$ cat src/rtl/pll_dec_pkg.sv
`timescale 1ns/1ps
package pll_dec_pkg;

  typedef enum logic [1:0] {
    SEL_PRE  = 2'd0,
    SEL_POST = 2'd1,
    SEL_MUL  = 2'd2,
    SEL_NONE = 2'd3
  } dec_sel_e;

  typedef enum logic [1:0] {
    ST_IDLE   = 2'd0,
    ST_CHECK  = 2'd1,
    ST_SEARCH = 2'd2
  } dec_state_e;

  localparam int NUM_FIELDS  = 3;
  localparam int NUM_FIXED   = 3;
  localparam int MAX_CODE_W  = 17;
  localparam int MAX_STATE_W = 15;

  // encoded field width per field
  function automatic int fld_code_w(input int f);
    case (f)
      0:       return 10;
      1:       return 7;
      default: return 17;
    endcase
  endfunction

  // LFSR state width per field
  function automatic int fld_state_w(input int f);
    case (f)
      0:       return 8;
      1:       return 5;
      default: return 15;
    endcase
  endfunction

  function automatic int fld_seed(input int f);
    case (f)
      0:       return 'h80;
      1:       return 'h10;
      default: return 'h4000;
    endcase
  endfunction

  // feedback taps: XOR of the marked bits enters the top bit
  function automatic int fld_taps(input int f);
    case (f)
      0:       return 'h1D;
      1:       return 'h05;
      default: return 'h0003;
    endcase
  endfunction

  // first candidate index of the search
  function automatic int fld_top(input int f);
    case (f)
      0:       return 256;
      1:       return 32;
      default: return 32768;
    endcase
  endfunction

  // fixed codes; entry k decodes to value k
  function automatic int fld_fixed(input int f, input int k);
    case (f)
      0: case (k)
           0:       return 'h3FF;
           1:       return 'h302;
           default: return 'h202;
         endcase
      1: case (k)
           0:       return 'h7F;
           1:       return 'h62;
           default: return 'h42;
         endcase
      default: case (k)
           0:       return 'h1FFFF;
           1:       return 'h18003;
           default: return 'h10003;
         endcase
    endcase
  endfunction

endpackage

$ cat src/rtl/pll_dec_lfsr.sv
`timescale 1ns/1ps
module pll_dec_lfsr #(
  parameter int           W    = 8,
  parameter logic [W-1:0] SEED = '1,
  parameter logic [W-1:0] TAPS = '1
) (
  input  logic         clk,
  input  logic         rst_n,
  input  logic         load,
  input  logic         adv,
  output logic [W-1:0] next_o
);
  logic [W-1:0] st_q;

  // shift right, feedback into the top bit
  assign next_o = {^(st_q & TAPS), st_q[W-1:1]};

  always_ff @(posedge clk or negedge rst_n) begin
    if (!rst_n)    st_q <= SEED;
    else if (load) st_q <= SEED;
    else if (adv)  st_q <= next_o;
  end
endmodule

$ cat src/rtl/pll_dec_fixed.sv
`timescale 1ns/1ps
module pll_dec_fixed
  import pll_dec_pkg::*;
#(
  parameter int CODE_W = 17
) (
  input  dec_sel_e          sel,
  input  logic [CODE_W-1:0] code,
  output logic              hit,
  output logic [1:0]        value
);
  logic [NUM_FIXED-1:0] hit_vec;

  for (genvar k = 0; k < NUM_FIXED; k++) begin : g_ent
    assign hit_vec[k] = (sel != SEL_NONE) &&
                        (code == CODE_W'(fld_fixed(int'(sel), k)));
  end

  assign hit = |hit_vec;

  always_comb begin
    value = 2'd0;
    for (int k = NUM_FIXED - 1; k >= 0; k--) begin
      if (hit_vec[k]) value = 2'(k);
    end
  end
endmodule

$ cat src/rtl/pll_dec_eff.sv
`timescale 1ns/1ps
module pll_dec_eff
  import pll_dec_pkg::*;
#(
  parameter int RES_W = 16
) (
  input  dec_sel_e         sel,
  input  logic [RES_W-1:0] result,
  input  logic             invalid,
  output logic [RES_W-1:0] eff
);
  always_comb begin
    if (invalid) begin
      eff = '1;
    end else if (sel == SEL_POST) begin
      eff = (result == '0) ? RES_W'(2) : {result[RES_W-2:0], 1'b0};
    end else begin
      eff = (result == '0) ? RES_W'(1) : result;
    end
  end
endmodule

$ cat src/rtl/pll_dec_ctrl.sv
`timescale 1ns/1ps
module pll_dec_ctrl
  import pll_dec_pkg::*;
#(
  parameter int CODE_W = 17,
  parameter int RES_W  = 16
) (
  input  logic              clk,
  input  logic              rst_n,
  input  logic              in_valid,
  input  logic [1:0]        in_sel,
  input  logic [CODE_W-1:0] in_code,
  output logic              in_ready,
  output logic              busy,
  output dec_sel_e          sel_q,
  output logic [CODE_W-1:0] code_q,
  output logic              lfsr_load,
  output logic              lfsr_adv,
  input  logic [CODE_W-1:0] cand,
  input  logic              fixed_hit,
  input  logic [1:0]        fixed_val,
  output logic              out_valid,
  output logic [RES_W-1:0]  out_result,
  output logic              out_invalid
);
  localparam logic [RES_W-1:0] LAST_IDX = RES_W'(3);

  dec_state_e       st_q;
  logic [RES_W-1:0] idx_q;
  logic [CODE_W-1:0] in_mask;

  assign in_ready  = (st_q == ST_IDLE);
  assign busy      = (st_q != ST_IDLE);
  assign lfsr_load = (st_q == ST_CHECK);
  assign lfsr_adv  = (st_q == ST_SEARCH);
  assign in_mask   = (CODE_W'(1) << fld_code_w(int'(in_sel))) - CODE_W'(1);

  always_ff @(posedge clk or negedge rst_n) begin
    if (!rst_n) begin
      st_q        <= ST_IDLE;
      sel_q       <= SEL_NONE;
      code_q      <= '0;
      idx_q       <= '0;
      out_valid   <= 1'b0;
      out_result  <= '0;
      out_invalid <= 1'b0;
    end else begin
      out_valid <= 1'b0;
      case (st_q)
        ST_IDLE: begin
          if (in_valid) begin
            sel_q  <= dec_sel_e'(in_sel);
            code_q <= in_code & in_mask;
            st_q   <= ST_CHECK;
          end
        end
        ST_CHECK: begin
          if (sel_q == SEL_NONE) begin
            out_valid   <= 1'b1;
            out_result  <= '1;
            out_invalid <= 1'b1;
            st_q        <= ST_IDLE;
          end else if (fixed_hit) begin
            out_valid   <= 1'b1;
            out_result  <= RES_W'(fixed_val);
            out_invalid <= 1'b0;
            st_q        <= ST_IDLE;
          end else begin
            idx_q <= RES_W'(fld_top(int'(sel_q)));
            st_q  <= ST_SEARCH;
          end
        end
        ST_SEARCH: begin
          if (cand == code_q) begin
            out_valid   <= 1'b1;
            out_result  <= idx_q;
            out_invalid <= 1'b0;
            st_q        <= ST_IDLE;
          end else if (idx_q == LAST_IDX) begin
            out_valid   <= 1'b1;
            out_result  <= '1;
            out_invalid <= 1'b1;
            st_q        <= ST_IDLE;
          end else begin
            idx_q <= idx_q - RES_W'(1);
          end
        end
        default: st_q <= ST_IDLE;
      endcase
    end
  end
endmodule

$ cat src/rtl/pll_code_decoder.sv
`timescale 1ns/1ps
module pll_code_decoder
  import pll_dec_pkg::*;
#(
  parameter int CODE_W = MAX_CODE_W,
  parameter int RES_W  = 16
) (
  input  logic              clk,
  input  logic              rst_n,
  input  logic              in_valid,
  output logic              in_ready,
  input  logic [1:0]        in_sel,
  input  logic [CODE_W-1:0] in_code,
  output logic              busy,
  output logic              out_valid,
  output logic [RES_W-1:0]  out_result,
  output logic [RES_W-1:0]  out_eff,
  output logic              out_invalid
);
  dec_sel_e          sel_q;
  logic [CODE_W-1:0] code_q;
  logic              lfsr_load;
  logic              lfsr_adv;
  logic [CODE_W-1:0] cand;
  logic              fixed_hit;
  logic [1:0]        fixed_val;
  logic [CODE_W-1:0] nxt_all [NUM_FIELDS];

  for (genvar g = 0; g < NUM_FIELDS; g++) begin : g_fld
    localparam int SW = fld_state_w(g);
    logic [SW-1:0] nxt;
    pll_dec_lfsr #(
      .W   (SW),
      .SEED(SW'(fld_seed(g))),
      .TAPS(SW'(fld_taps(g)))
    ) u_lfsr (
      .clk   (clk),
      .rst_n (rst_n),
      .load  (lfsr_load),
      .adv   (lfsr_adv && (int'(sel_q) == g)),
      .next_o(nxt)
    );
    assign nxt_all[g] = {{(CODE_W-SW){1'b0}}, nxt};
  end

  always_comb begin
    cand = '0;
    for (int f = 0; f < NUM_FIELDS; f++) begin
      if (int'(sel_q) == f) cand = nxt_all[f];
    end
  end

  pll_dec_fixed #(.CODE_W(CODE_W)) u_fixed (
    .sel  (sel_q),
    .code (code_q),
    .hit  (fixed_hit),
    .value(fixed_val)
  );

  pll_dec_ctrl #(.CODE_W(CODE_W), .RES_W(RES_W)) u_ctrl (
    .clk        (clk),
    .rst_n      (rst_n),
    .in_valid   (in_valid),
    .in_sel     (in_sel),
    .in_code    (in_code),
    .in_ready   (in_ready),
    .busy       (busy),
    .sel_q      (sel_q),
    .code_q     (code_q),
    .lfsr_load  (lfsr_load),
    .lfsr_adv   (lfsr_adv),
    .cand       (cand),
    .fixed_hit  (fixed_hit),
    .fixed_val  (fixed_val),
    .out_valid  (out_valid),
    .out_result (out_result),
    .out_invalid(out_invalid)
  );

  pll_dec_eff #(.RES_W(RES_W)) u_eff (
    .sel    (sel_q),
    .result (out_result),
    .invalid(out_invalid),
    .eff    (out_eff)
  );
endmodule

$ cat config.mk
export PLATFORM = sky130hd
export DESIGN_NAME = pll_code_decoder
export DESIGN_NICKNAME = d
export VERILOG_FILES = /design/src/rtl/pll_dec_pkg.sv /design/src/rtl/pll_dec_lfsr.sv /design/src/rtl/pll_dec_fixed.sv /design/src/rtl/pll_dec_eff.sv /design/src/rtl/pll_dec_ctrl.sv /design/src/rtl/pll_code_decoder.sv
export SDC_FILE = /design/constraint.sdc
export NUM_CORES = 1
export LEC_CHECK = 0
export BUFFER_PORTS_ARGS = -buffer_cell sky130_fd_sc_hd__buf_2
export CORE_MARGIN = 2
export CORE_UTILIZATION = 45
export DETAILED_ROUTE_END_ITERATION = 10
export PLACE_DENSITY = 0.72
export SYNTH_ARGS = -nofsm -noshare
export SYNTH_HDL_FRONTEND = slang
export SYNTH_SLANG_ARGS = --single-unit
$ cat constraint.sdc
create_clock -name clk -period 3.7 [get_ports clk]
set_input_delay 0.925 -clock clk [delete_from_list [all_inputs] [get_ports clk]]
set_output_delay 0.925 -clock clk [all_outputs]
set_load 0.1 [all_outputs]
==> flow_metrics.env, run 1 <==
export IMPL_area_growth_pct=16.73
export IMPL_synthCells=590
export IMPL_crit_fanout=19
export IMPL_yosysTopAreaCell="dfrtp_1"
export IMPL_diodes=0
export IMPL_die_x_um=111.0
export IMPL_crit_top_cell="buf_4"
export IMPL_drt_total_wl_um=13090
export IMPL_r2r_slack_ns=0.50
export IMPL_hold_buffers=0
export IMPL_slew_violations=0
export IMPL_fin_crit_sh=0.8944
export IMPL_worstReg2RegStart="u_ctrl.sel_q[0]$_DFFE_PN1P_"
export IMPL_critPathKind="reg2out"
export IMPL_min_from="g_fld[0].u_lfsr.st_q[7]$_DFFE_PN1P_"
export IMPL_hold_path_class="reg2reg"
export IMPL_postCtsSetupRepairBufs=0
export IMPL_clock_skew_ns=0.007109
export IMPL_detail_route_antenna_nets=0
export IMPL_min_to="g_fld[0].u_lfsr.st_q[7]$_DFFE_PN1P_"
export IMPL_worstPathCellList="buf_4 > nand2b_1 > buf_4 > nor2_1 > a211o_1 > buf_2"
export IMPL_root_buffer="clkbuf_16"
export IMPL_min_path_cells=2
export IMPL_fin_setup_tns_ns=0
export IMPL_report_final_hold_viol_count=0
export IMPL_yosys_warnings=0
export IMPL_tightestPinTransition_ns=0.8795
export IMPL_design_core_area_sq_um=11270
export IMPL_synth_main_ff_cell="dfrtp_1"
export IMPL_cts_reportedPaths_clkPinSlew_ns=0.06
export IMPL_status="complete, no violations"
export IMPL_setup_violations=0
export IMPL_timing_rr_end="u_ctrl.out_result[6]$_DFFE_PN0P_"
export IMPL_fmax_mhz=302.2
export IMPL_grt_ovfl_total=0
export IMPL_fp_row_count=39
export IMPL_vias=4626
export IMPL_initial_utilization=0.4571
export IMPL_io_buffers=57
export IMPL_cts_buffers=9
export IMPL_syn_area_sq_um=5152
export IMPL_routedWlPerCell_um=16.85
export IMPL_synth_common_cells="118 x nand2_1, 78 x dfrtp_1, 38 x a21oi_1"
export IMPL_ys_async_sr_fraction=1.000
export IMPL_grtUsageTotal=0.2215
export IMPL_dieArea_sq_um=12320
export IMPL_cpLargestDelayFamily="buffers and inverters"
export IMPL_synth_area_leaders="dfrtp_1 38%, nand2_1 8.6%, a21oi_1 3.7%"
export IMPL_gp_routability_congestion=0.9057
export IMPL_synth_distinct_cells=73
export IMPL_first_pass_iters=6
export IMPL_clock_sinks=83
export IMPL_die_h_um=111.0
export IMPL_endpoint_kind="output pin"
export IMPL_worst_endpoint_required_ns=2.77
export IMPL_antenna_found_initial=0
export IMPL_clk_latency_ns=0.34
export IMPL_nNetsFinal=659
export IMPL_drive_above_1_share=0.1782
export IMPL_grt_max_degree=70
export IMPL_io_pin_count=58
export IMPL_post_route_drc_count=0
export IMPL_synth_seq_cells=83
export IMPL_relSlewSlack=0.4125
export IMPL_postSynthAreaPerCell_sq_um=8.733
export IMPL_synth_most_common_cell="nand2_1"
export IMPL_grt_first_pass_wirelength_um=22150
export IMPL_synth_edff_count=0
export IMPL_tritoncts="done"
export IMPL_ys_seq_area_frac=0.4043
export IMPL_synth_top_area_frac=0.3788
export IMPL_cp_start_kind="flip-flop"
export IMPL_dp_hpwl_um=9329
export IMPL_rsz0062_at_grt="false"
export IMPL_r2r_cells=8
export IMPL_post_route_min_period_ns=3.309
export IMPL_crit_path_top_delay_cell="dfstp_2"
export IMPL_critPathMaxStageDelay_ns=0.74
export IMPL_grt_pass1_vias=4458
export IMPL_cp_num_buf_inv=3
export IMPL_avgViaCountPerCell=5.954
export IMPL_cts_buffer_depth=2
export IMPL_ctsResizeCount=0
export IMPL_cp_arrival_ns=2.38
export IMPL_maxCapViolations=0
export IMPL_drtIter0Drc=473
export IMPL_cts_htree_levels=3
-- sequential cells by signal, indices dropped and copies added, names as in the netlist --
register and cells:
g_fld.u_lfsr.st_q 28, u_ctrl.code_q 17, u_ctrl.idx_q 16, u_ctrl.out_result 16, u_ctrl.sel_q 2, u_ctrl.st_q 2
u_ctrl.out_invalid 1, u_ctrl.out_valid 1
-- layer usage --
| layer | wire [um] | GRT usage |
|---|---|---|
| met4 | 341 | 0.07667 |
| met3 | 779 | 0.04975 |
| met1 | 5561 | 0.2806 |
| met5 | 0 | 0 |
| met2 | 6409 | 0.3746 |
-- logic make-up (layout without fill, tap and decap cells) --
family,after synthesis,count (layout),synth area share
AO/OA/AOI/OAI,133,133,0.1748
XOR/XNOR,14,14,0.02380
adder cells (fa/ha/maj),8,8,0.01943
buffers and inverters,68,111,0.05439
flip-flops,83,83,0.4043
multiplexers,31,31,0.06581
other,1,2,0.0007278
AND/OR/NAND/NOR,252,252,0.2567
-- cell type report --
cell class	instances	area, sq um
Clock inverter	2	10.01
Tap cell	143	178.9
Multi-Input combinational cell	440	2793
Sequential cell	83	2083
Timing Repair Buffer	69	588.1
Inverter	26	97.59
Clock buffer	14	264.0
Fill cell	1006	5258
-- stage by stage --
stage / instance area, sq um / setup WS, ns / std cells / hold WS, ns / utilization
global placement: 5741 / 0.6094 / 761 / 0.4852 / 0.5093
detailed placement: 5741 / 0.5504 / 761 / 0.4906 / 0.5093
global route: 6015 / 0.1888 / 777 / 0.5149 / 0.5336
CTS: 6015 / 0.3850 / 777 / 0.5009 / 0.5336
floorplan: 5156 / 0.02016 / 591 / 0.4710 / -
finish: 6015 / 0.3906 / 777 / 0.5060 / 0.5336
-- tightest hold or removal path, stage by stage (launching register included) --
cell and delay (ns):
dfstp_2 0.38, nand2_1 0.05, nand3b_1 0.07
-- worst max-delay path by stage --
| stage | from | depth (start not counted) | slack, ns | endpoint |
|---|---|---|---|---|
| 3_3_place_gp | u_ctrl.sel_q[0]$_DFFE_PN1P_ | 7 | 0.61 | u_ctrl.out_result[9]$_DFFE_PN0P_ |
| 4_1_cts | u_ctrl.sel_q[1]$_DFFE_PN1P_ | 6 | 0.39 | out_eff[1] |
| 2_1_floorplan | u_ctrl.out_result[3]$_DFFE_PN0P_ | 3 | 0.02 | out_eff[0] |
| 6_report | u_ctrl.sel_q[1]$_DFFE_PN1P_ | 6 | 0.39 | out_eff[1] |
| 5_1_grt | u_ctrl.sel_q[0]$_DFFE_PN1P_ | 8 | 0.19 | u_ctrl.out_result[6]$_DFFE_PN0P_ |
| 3_5_place_dp | u_ctrl.sel_q[0]$_DFFE_PN1P_ | 8 | 0.55 | u_ctrl.out_result[6]$_DFFE_PN0P_ |
-- layout by cell type (no fill, tap or decap), types with 4 or more instances in the layout --
master     Yosys  layout
a21oi_1       38      38
nor3_1        11      11
nand3_1       14      14
a211o_1        4       4
and4_1         4       4
buf_4          1      13
xnor2_1        7       7
and3_1         6       6
dfrtp_1       78      78
dfstp_2        5       5
ha_1           8       8
nor4_1        11      11
o21ai_0       20      20
mux2i_1        8       8
a211oi_1       6       6
buf_2         10      42
a22o_1         4       4
inv_1         26      26
nand4_1        9       9
nor2b_1        9       9
clkbuf_16      0       9
a31oi_1       15      15
buf_12         0      14
mux2_2        13      13
a41oi_1        4       4
mux2_1        10      10
nand2_1      118     118
xor2_1         7       7
nand2b_1      15      15
nor2_1        19      19
nand3b_1      15      15
Power of run 1 is not shown: default switching activity piles up to over one toggle a cycle in this logic, so the estimate is an artifact.
==> run 2: changes to the inputs <==
PLACE_DENSITY = unset   (was 0.72)
RECOVER_POWER = 50   (was unset)
SYNTH_HIERARCHICAL = 1   (was unset)
==> run 2 against run 1 <==
Net effect: the run now ends with design-rule violations, max-capacitance violations, max-slew violations left; sequential share of layout area is 1.2 points higher; synthesized cell count is 4.4% lower; wire length is 7.7% lower; setup slack better by 0.063 ns; clock-buffer cell count is 2 lower; cell area is 3.3% lower; hold slack better by 0.037 ns; final cell count is 5.1% lower; core utilization is 2.8 points lower; critical path type unchanged.
==> flow_metrics.env, run 2 <==
export IMPL_root_buffer="clkbuf_16"
export IMPL_critPathKind="reg2out"
export IMPL_gp_routability_congestion=0.8284
export IMPL_stdcell_count=737
export IMPL_clock_sinks=83
export IMPL_nNetsFinal=619
export IMPL_fin_area_sq_um=5818
export IMPL_synth_edff_count=0
export IMPL_worstReg2RegStart="u_ctrl/sel_q[0]$_DFFE_PN1P_"
export IMPL_synth_common_cells="78 x dfrtp_1, 77 x nand2_1, 44 x nor2_1"
export IMPL_synth_distinct_cells=76
export IMPL_design_core_area_sq_um=11520
export IMPL_area_growth_pct=9.053
export IMPL_synthCells=564
export IMPL_crit_fanout=26
export IMPL_drtIter0Drc=214
export IMPL_ys_seq_area_frac=0.3905
export IMPL_avgViaCountPerCell=5.668
export IMPL_cp_arrival_ns=2.32
export IMPL_rsz0062_at_grt="false"
export IMPL_violations="design-rule violations, max-capacitance violations, max-slew violations"
export IMPL_layout_commonest_cell="dfrtp_1"
export IMPL_diodes=0
export IMPL_grt_ovfl_total=0
export IMPL_numPlacedInstances=721
export IMPL_drt_total_wl_um=12090
export IMPL_die_x_um=112.9
export IMPL_die_h_um=112.9
export IMPL_vias=4177
export IMPL_fin_crit_sh=0.8775
export IMPL_synth_main_ff_cell="dfrtp_1"
export IMPL_placed_cell_area_sq_um=5518
export IMPL_synth_most_common_cell="dfrtp_1"
export IMPL_setup_violations=0
export IMPL_clock_skew_ns=0.008990
export IMPL_slew_violations=84
export IMPL_cts_buffer_depth=2
export IMPL_cts_htree_levels=3
export IMPL_cts_buffers=9
export IMPL_first_pass_iters=9
export IMPL_yosys_warnings=6
export IMPL_ys_async_sr_fraction=1.000
export IMPL_reg_top3="g_fld.u_lfsr/st_q: 28 flops, u_ctrl/code_q: 17 flops"
export IMPL_fmax_mhz=308.0
export IMPL_postCtsSetupRepairBufs=0
export IMPL_routedWlPerCell_um=16.40
export IMPL_fp_row_count=39
export IMPL_relSlewSlack=-0.4047
export IMPL_largest_reg_flops=28
export IMPL_antenna_found_initial=0
export IMPL_status="complete, but fails checks"
export IMPL_worst_endpoint_required_ns=2.77
export IMPL_cts_reportedPaths_clkPinSlew_ns=0.06
export IMPL_endpoint_kind="output pin"
export IMPL_synth_seq_cells=83
export IMPL_initial_utilization=0.4633
export IMPL_detail_route_antenna_nets=0
export IMPL_dieArea_sq_um=12740
export IMPL_syn_area_sq_um=5335
export IMPL_hold_path_class="reg2reg"
export IMPL_io_pin_count=58
export IMPL_yosysTopAreaCell="dfrtp_1"
export IMPL_ctsResizeCount=0
export IMPL_layout_common_cells="78 x dfrtp_1, 77 x nand2_1, 56 x buf_2"
export IMPL_top_register="g_fld.u_lfsr/st_q"
export IMPL_clk_latency_ns=0.34
export IMPL_io_buffers=57
export IMPL_post_route_drc_count=4
export IMPL_tritoncts="done"
export IMPL_dp_hpwl_um=8516
export IMPL_startpoint="u_ctrl/sel_q[0]$_DFFE_PN1P_"
export IMPL_tightestPinTransition_ns=2.107
export IMPL_grtUsageTotal=0.1994
export IMPL_grt_max_degree=84
export IMPL_synth_area_leaders="dfrtp_1 37%, mux2i_1 6.6%, nand2_1 5.4%"
export IMPL_drive_above_1_share=0.2121
export IMPL_postSynthAreaPerCell_sq_um=9.459
export IMPL_hold_buffers=0
export IMPL_synth_top_area_frac=0.3659
export IMPL_grt_pass1_vias=4086
export IMPL_grt_first_pass_wirelength_um=20500
export IMPL_cp_start_kind="flip-flop"
export IMPL_post_route_min_period_ns=3.247
export IMPL_maxCapViolations=1
export IMPL_min_from="g_fld[2].u_lfsr/st_q[12]$_DFFE_PN0P_"
export IMPL_report_final_hold_viol_count=0
==> run 2: cell count changes after synthesis, sizes merged, moves of 10 or more <==
cell / delta
nand2: -40
mux2i: +27
nor2: +26
buf: +24
a21oi: -22
a2bb2oi: +16
mux2: -16
clkbuf: -12
xnor2: +10
==> run 2: stage by stage <==
step	setup TNS (ns)	util	setup WS [ns]	hold WS, ns
global route	0	0.5052	0.2862	0.5753
CTS	0	0.5058	0.4249	0.5477
global placement	0	0.4791	0.6795	0.5277
detailed placement	0	0.4791	0.6059	0.5312
floorplan	-0.006291	-	-0.006291	0.4979
finish	0	0.5052	0.4532	0.5435
==> run 2: cell families (layout without fill, tap and decap cells) <==
| group | after synthesis | in the layout | share of synthesized area |
|---|---|---|---|
| xor+xnor | 25 | 25 | 0.04104 |
| other cells | 2 | 4 | 0.001408 |
| flops | 83 | 83 | 0.3905 |
| fa+ha+maj | 8 | 8 | 0.01876 |
| mux | 42 | 42 | 0.08044 |
| simple gates | 231 | 231 | 0.2303 |
| compound gates | 101 | 101 | 0.1564 |
| buf+inv | 72 | 100 | 0.08114 |
==> run 2: area by class of cell <==
type / count / area, sq um
fill: 1094 / 5698
multi-input combinational: 411 / 2833
sequential: 83 / 2083
timing repair buffer: 66 / 349.1
clock buffer: 12 / 256.5
tap: 143 / 178.9
inverter: 18 / 67.56
clock inverter: 4 / 50.05
==> run 2: critical path, cell delays in order, from the launching register on <==
cell and delay [ns]:
dfstp_2 0.86, nor2b_1 0.21, buf_4 0.22, nor3_1 0.07
a31oi_2 0.17, buf_2 0.45
==> run 2: worst paths after layout <==
kind | endpoint | slack (ns) | cells after the start
setup reg to reg | u_ctrl/out_invalid$_DFFE_PN0P_ | 0.58 | 8
setup / recovery | out_eff[1] | 0.45 | 5
max in group asynchronous | u_ctrl/code_q[3]$_DFFE_PN0P_ | 1.27 | 1
hold / removal | g_fld[2].u_lfsr/st_q[11]$_DFFE_PN0P_ | 0.54 | 2
min in group asynchronous | u_ctrl/idx_q[7]$_DFFE_PN0P_ | 1.18 | 1
hold reg to reg | g_fld[2].u_lfsr/st_q[11]$_DFFE_PN0P_ | 0.54 | 2
==> run 2: layer usage <==
metal | vias up | global-route usage | share of wire
met4 | 0 | 0.05935 | 0.021
li1 | 2021 | - | -
met2 | 111 | 0.3373 | 0.49
met1 | 2027 | 0.2563 | 0.44
met5 | - | 0 | 0
met3 | 18 | 0.04606 | 0.046
Power of run 2 is left out for the same reason.
==> run 3: changes to the inputs <==
BUFFER_PORTS_ARGS = -buffer_cell sky130_fd_sc_hd__buf_4   (was -buffer_cell sky130_fd_sc_hd__buf_2)
==> run 3 against run 2 <==
Net effect: the run still ends with design-rule violations, max-capacitance violations, max-slew violations left; final cell count is 0.27% higher; sequential cell count stayed put; cell area is 2.4% higher; clock-buffer cell count is 3 lower; die area stayed put.
==> flow_metrics.env, run 3 (synthesis results as in run 2) <==
export IMPL_avgViaCountPerCell=5.567
export IMPL_gp_routability_congestion=0.8377
export IMPL_dieArea_sq_um=12740
export IMPL_cp_start_kind="flip-flop"
export IMPL_relSlewSlack=-0.4009
export IMPL_grt_first_pass_wirelength_um=20590
export IMPL_fill_cells=1083
export IMPL_die_h_um=112.9
export IMPL_nNetsFinal=621
export IMPL_critPathKind="reg2out"
export IMPL_numPlacedInstances=723
export IMPL_status="complete, but fails checks"
export IMPL_grt_max_degree=84
export IMPL_hold_buffers=0
export IMPL_drive_above_1_share=0.2131
export IMPL_regArea_sq_um=2083
export IMPL_cp_arrival_ns=2.19
export IMPL_cts_htree_levels=3
export IMPL_hold_path_class="reg2reg"
export IMPL_grt_pass1_vias=4033
export IMPL_antenna_found_initial=0
export IMPL_cts_reportedPaths_clkPinSlew_ns=0.06
export IMPL_grtUsageTotal=0.2014
export IMPL_postCtsSetupRepairBufs=0
export IMPL_initial_utilization=0.4633
export IMPL_tightestPinTransition_ns=2.101
export IMPL_clock_skew_ns=0.005803
export IMPL_fp_row_count=39
export IMPL_tritoncts="done"
export IMPL_layout_commonest_cell="dfrtp_1"
export IMPL_post_route_drc_count=4
export IMPL_diodes=0
export IMPL_fin_crit_sh=0.8430
export IMPL_endpoint_kind="output pin"
export IMPL_root_buffer="clkbuf_16"
export IMPL_clock_sinks=83
export IMPL_rsz0062_at_grt="false"
export IMPL_layout_common_cells="78 x dfrtp_1, 77 x nand2_1, 65 x buf_4"
export IMPL_area_growth_pct=11.66
export IMPL_reg_top3="g_fld.u_lfsr/st_q: 28 flops, u_ctrl/code_q: 17 flops"
export IMPL_violations="design-rule violations, max-capacitance violations, max-slew violations"
export IMPL_stdcell_count=739
export IMPL_top_register="g_fld.u_lfsr/st_q"
export IMPL_io_pin_count=58
export IMPL_clk_latency_ns=0.34
export IMPL_ctsResizeCount=0
export IMPL_cts_buffer_depth=2
export IMPL_drt_total_wl_um=12460
export IMPL_fmax_mhz=320.6
export IMPL_design_core_area_sq_um=11520
export IMPL_io_buffers=57
export IMPL_multi_input_area_sq_um=2833
export IMPL_post_route_min_period_ns=3.119
export IMPL_setup_violations=0
export IMPL_first_pass_iters=7
export IMPL_largest_reg_flops=28
export IMPL_cts_buffers=9
export IMPL_worst_endpoint_required_ns=2.77
export IMPL_slew_violations=84
export IMPL_report_final_hold_viol_count=0
export IMPL_drtIter0Drc=287
export IMPL_detail_route_antenna_nets=0
export IMPL_dp_hpwl_um=8840
export IMPL_grt_ovfl_total=0
export IMPL_crit_fanout=26
export IMPL_maxCapViolations=1
export IMPL_die_x_um=112.9
export IMPL_routedWlPerCell_um=16.86
export IMPL_r2r_slack_ns=0.64
export IMPL_vias=4114
## run 3: changes by cell type in the layout (fill, tap and decap cells not counted)
cell,previous run,this run
buf_4,8,65
buf_2,56,0
clkbuf_8,2,0
clkinv_2,1,3
clkinv_4,0,1
dfstp_1,0,1
dfstp_2,5,4
## run 3: layout make-up
cell class / instances / share of cell area
clock buffers: 9 / 0.03781
clock inverters: 7 / 0.01155
inverters: 18 / 0.01134
multi-input cells: 411 / 0.4755
flip-flops and latches: 83 / 0.3497
well taps: 143 / 0.03004
repair buffers: 68 / 0.08402
## run 3: worst paths after layout
kind,start,endpoint,cells past startpoint
setup / recovery,u_ctrl/sel_q[0]$_DFFE_PN1P_,out_eff[1],5
hold / removal,g_fld[2].u_lfsr/st_q[0]$_DFFE_PN0P_,g_fld[2].u_lfsr/st_q[0]$_DFFE_PN0P_,2
setup reg to reg,u_ctrl/sel_q[1]$_DFFE_PN1P_,u_ctrl/st_q[1]$_DFFE_PN0P_,9
hold reg to reg,g_fld[2].u_lfsr/st_q[0]$_DFFE_PN0P_,g_fld[2].u_lfsr/st_q[0]$_DFFE_PN0P_,2
max in group asynchronous,rst_n,g_fld[1].u_lfsr/st_q[2]$_DFFE_PN0P_,1
min in group asynchronous,rst_n,u_ctrl/idx_q[8]$_DFFE_PN0P_,1
## run 3: routing by layer
layer / track usage / wire length, um / vias to the layer above
li1: - / - / 2024
met1: 0.2593 / 5538 / 1986
met2: 0.3414 / 6221 / 90
met3: 0.04767 / 485 / 14
met4: 0.05610 / 214 / 0
met5: 0 / 0 / -
## run 3: stage by stage
step | cell area (sq um) | setup WS, ns | hold slack, ns | TNS [ns] | util
2_1_floorplan | 5349 | -0.006291 | 0.4979 | -0.006291 | -
3_3_place_gp | 5673 | 0.7050 | 0.5296 | 0 | 0.4926
3_5_place_dp | 5673 | 0.6501 | 0.5392 | 0 | 0.4926
4_1_cts | 5967 | 0.5665 | 0.5566 | 0 | 0.5181
5_1_grt | 5957 | 0.3662 | 0.5885 | 0 | 0.5173
6_report | 5957 | 0.5809 | 0.5497 | 0 | 0.5173
## run 3: critical path, cell delays in order, from the launching register on
cell and delay [ns]:
dfstp_2 0.86, nor2b_1 0.20, buf_4 0.23, nor3_1 0.08, a31oi_2 0.16, buf_4 0.31
Power of run 3 is left out for the same reason.
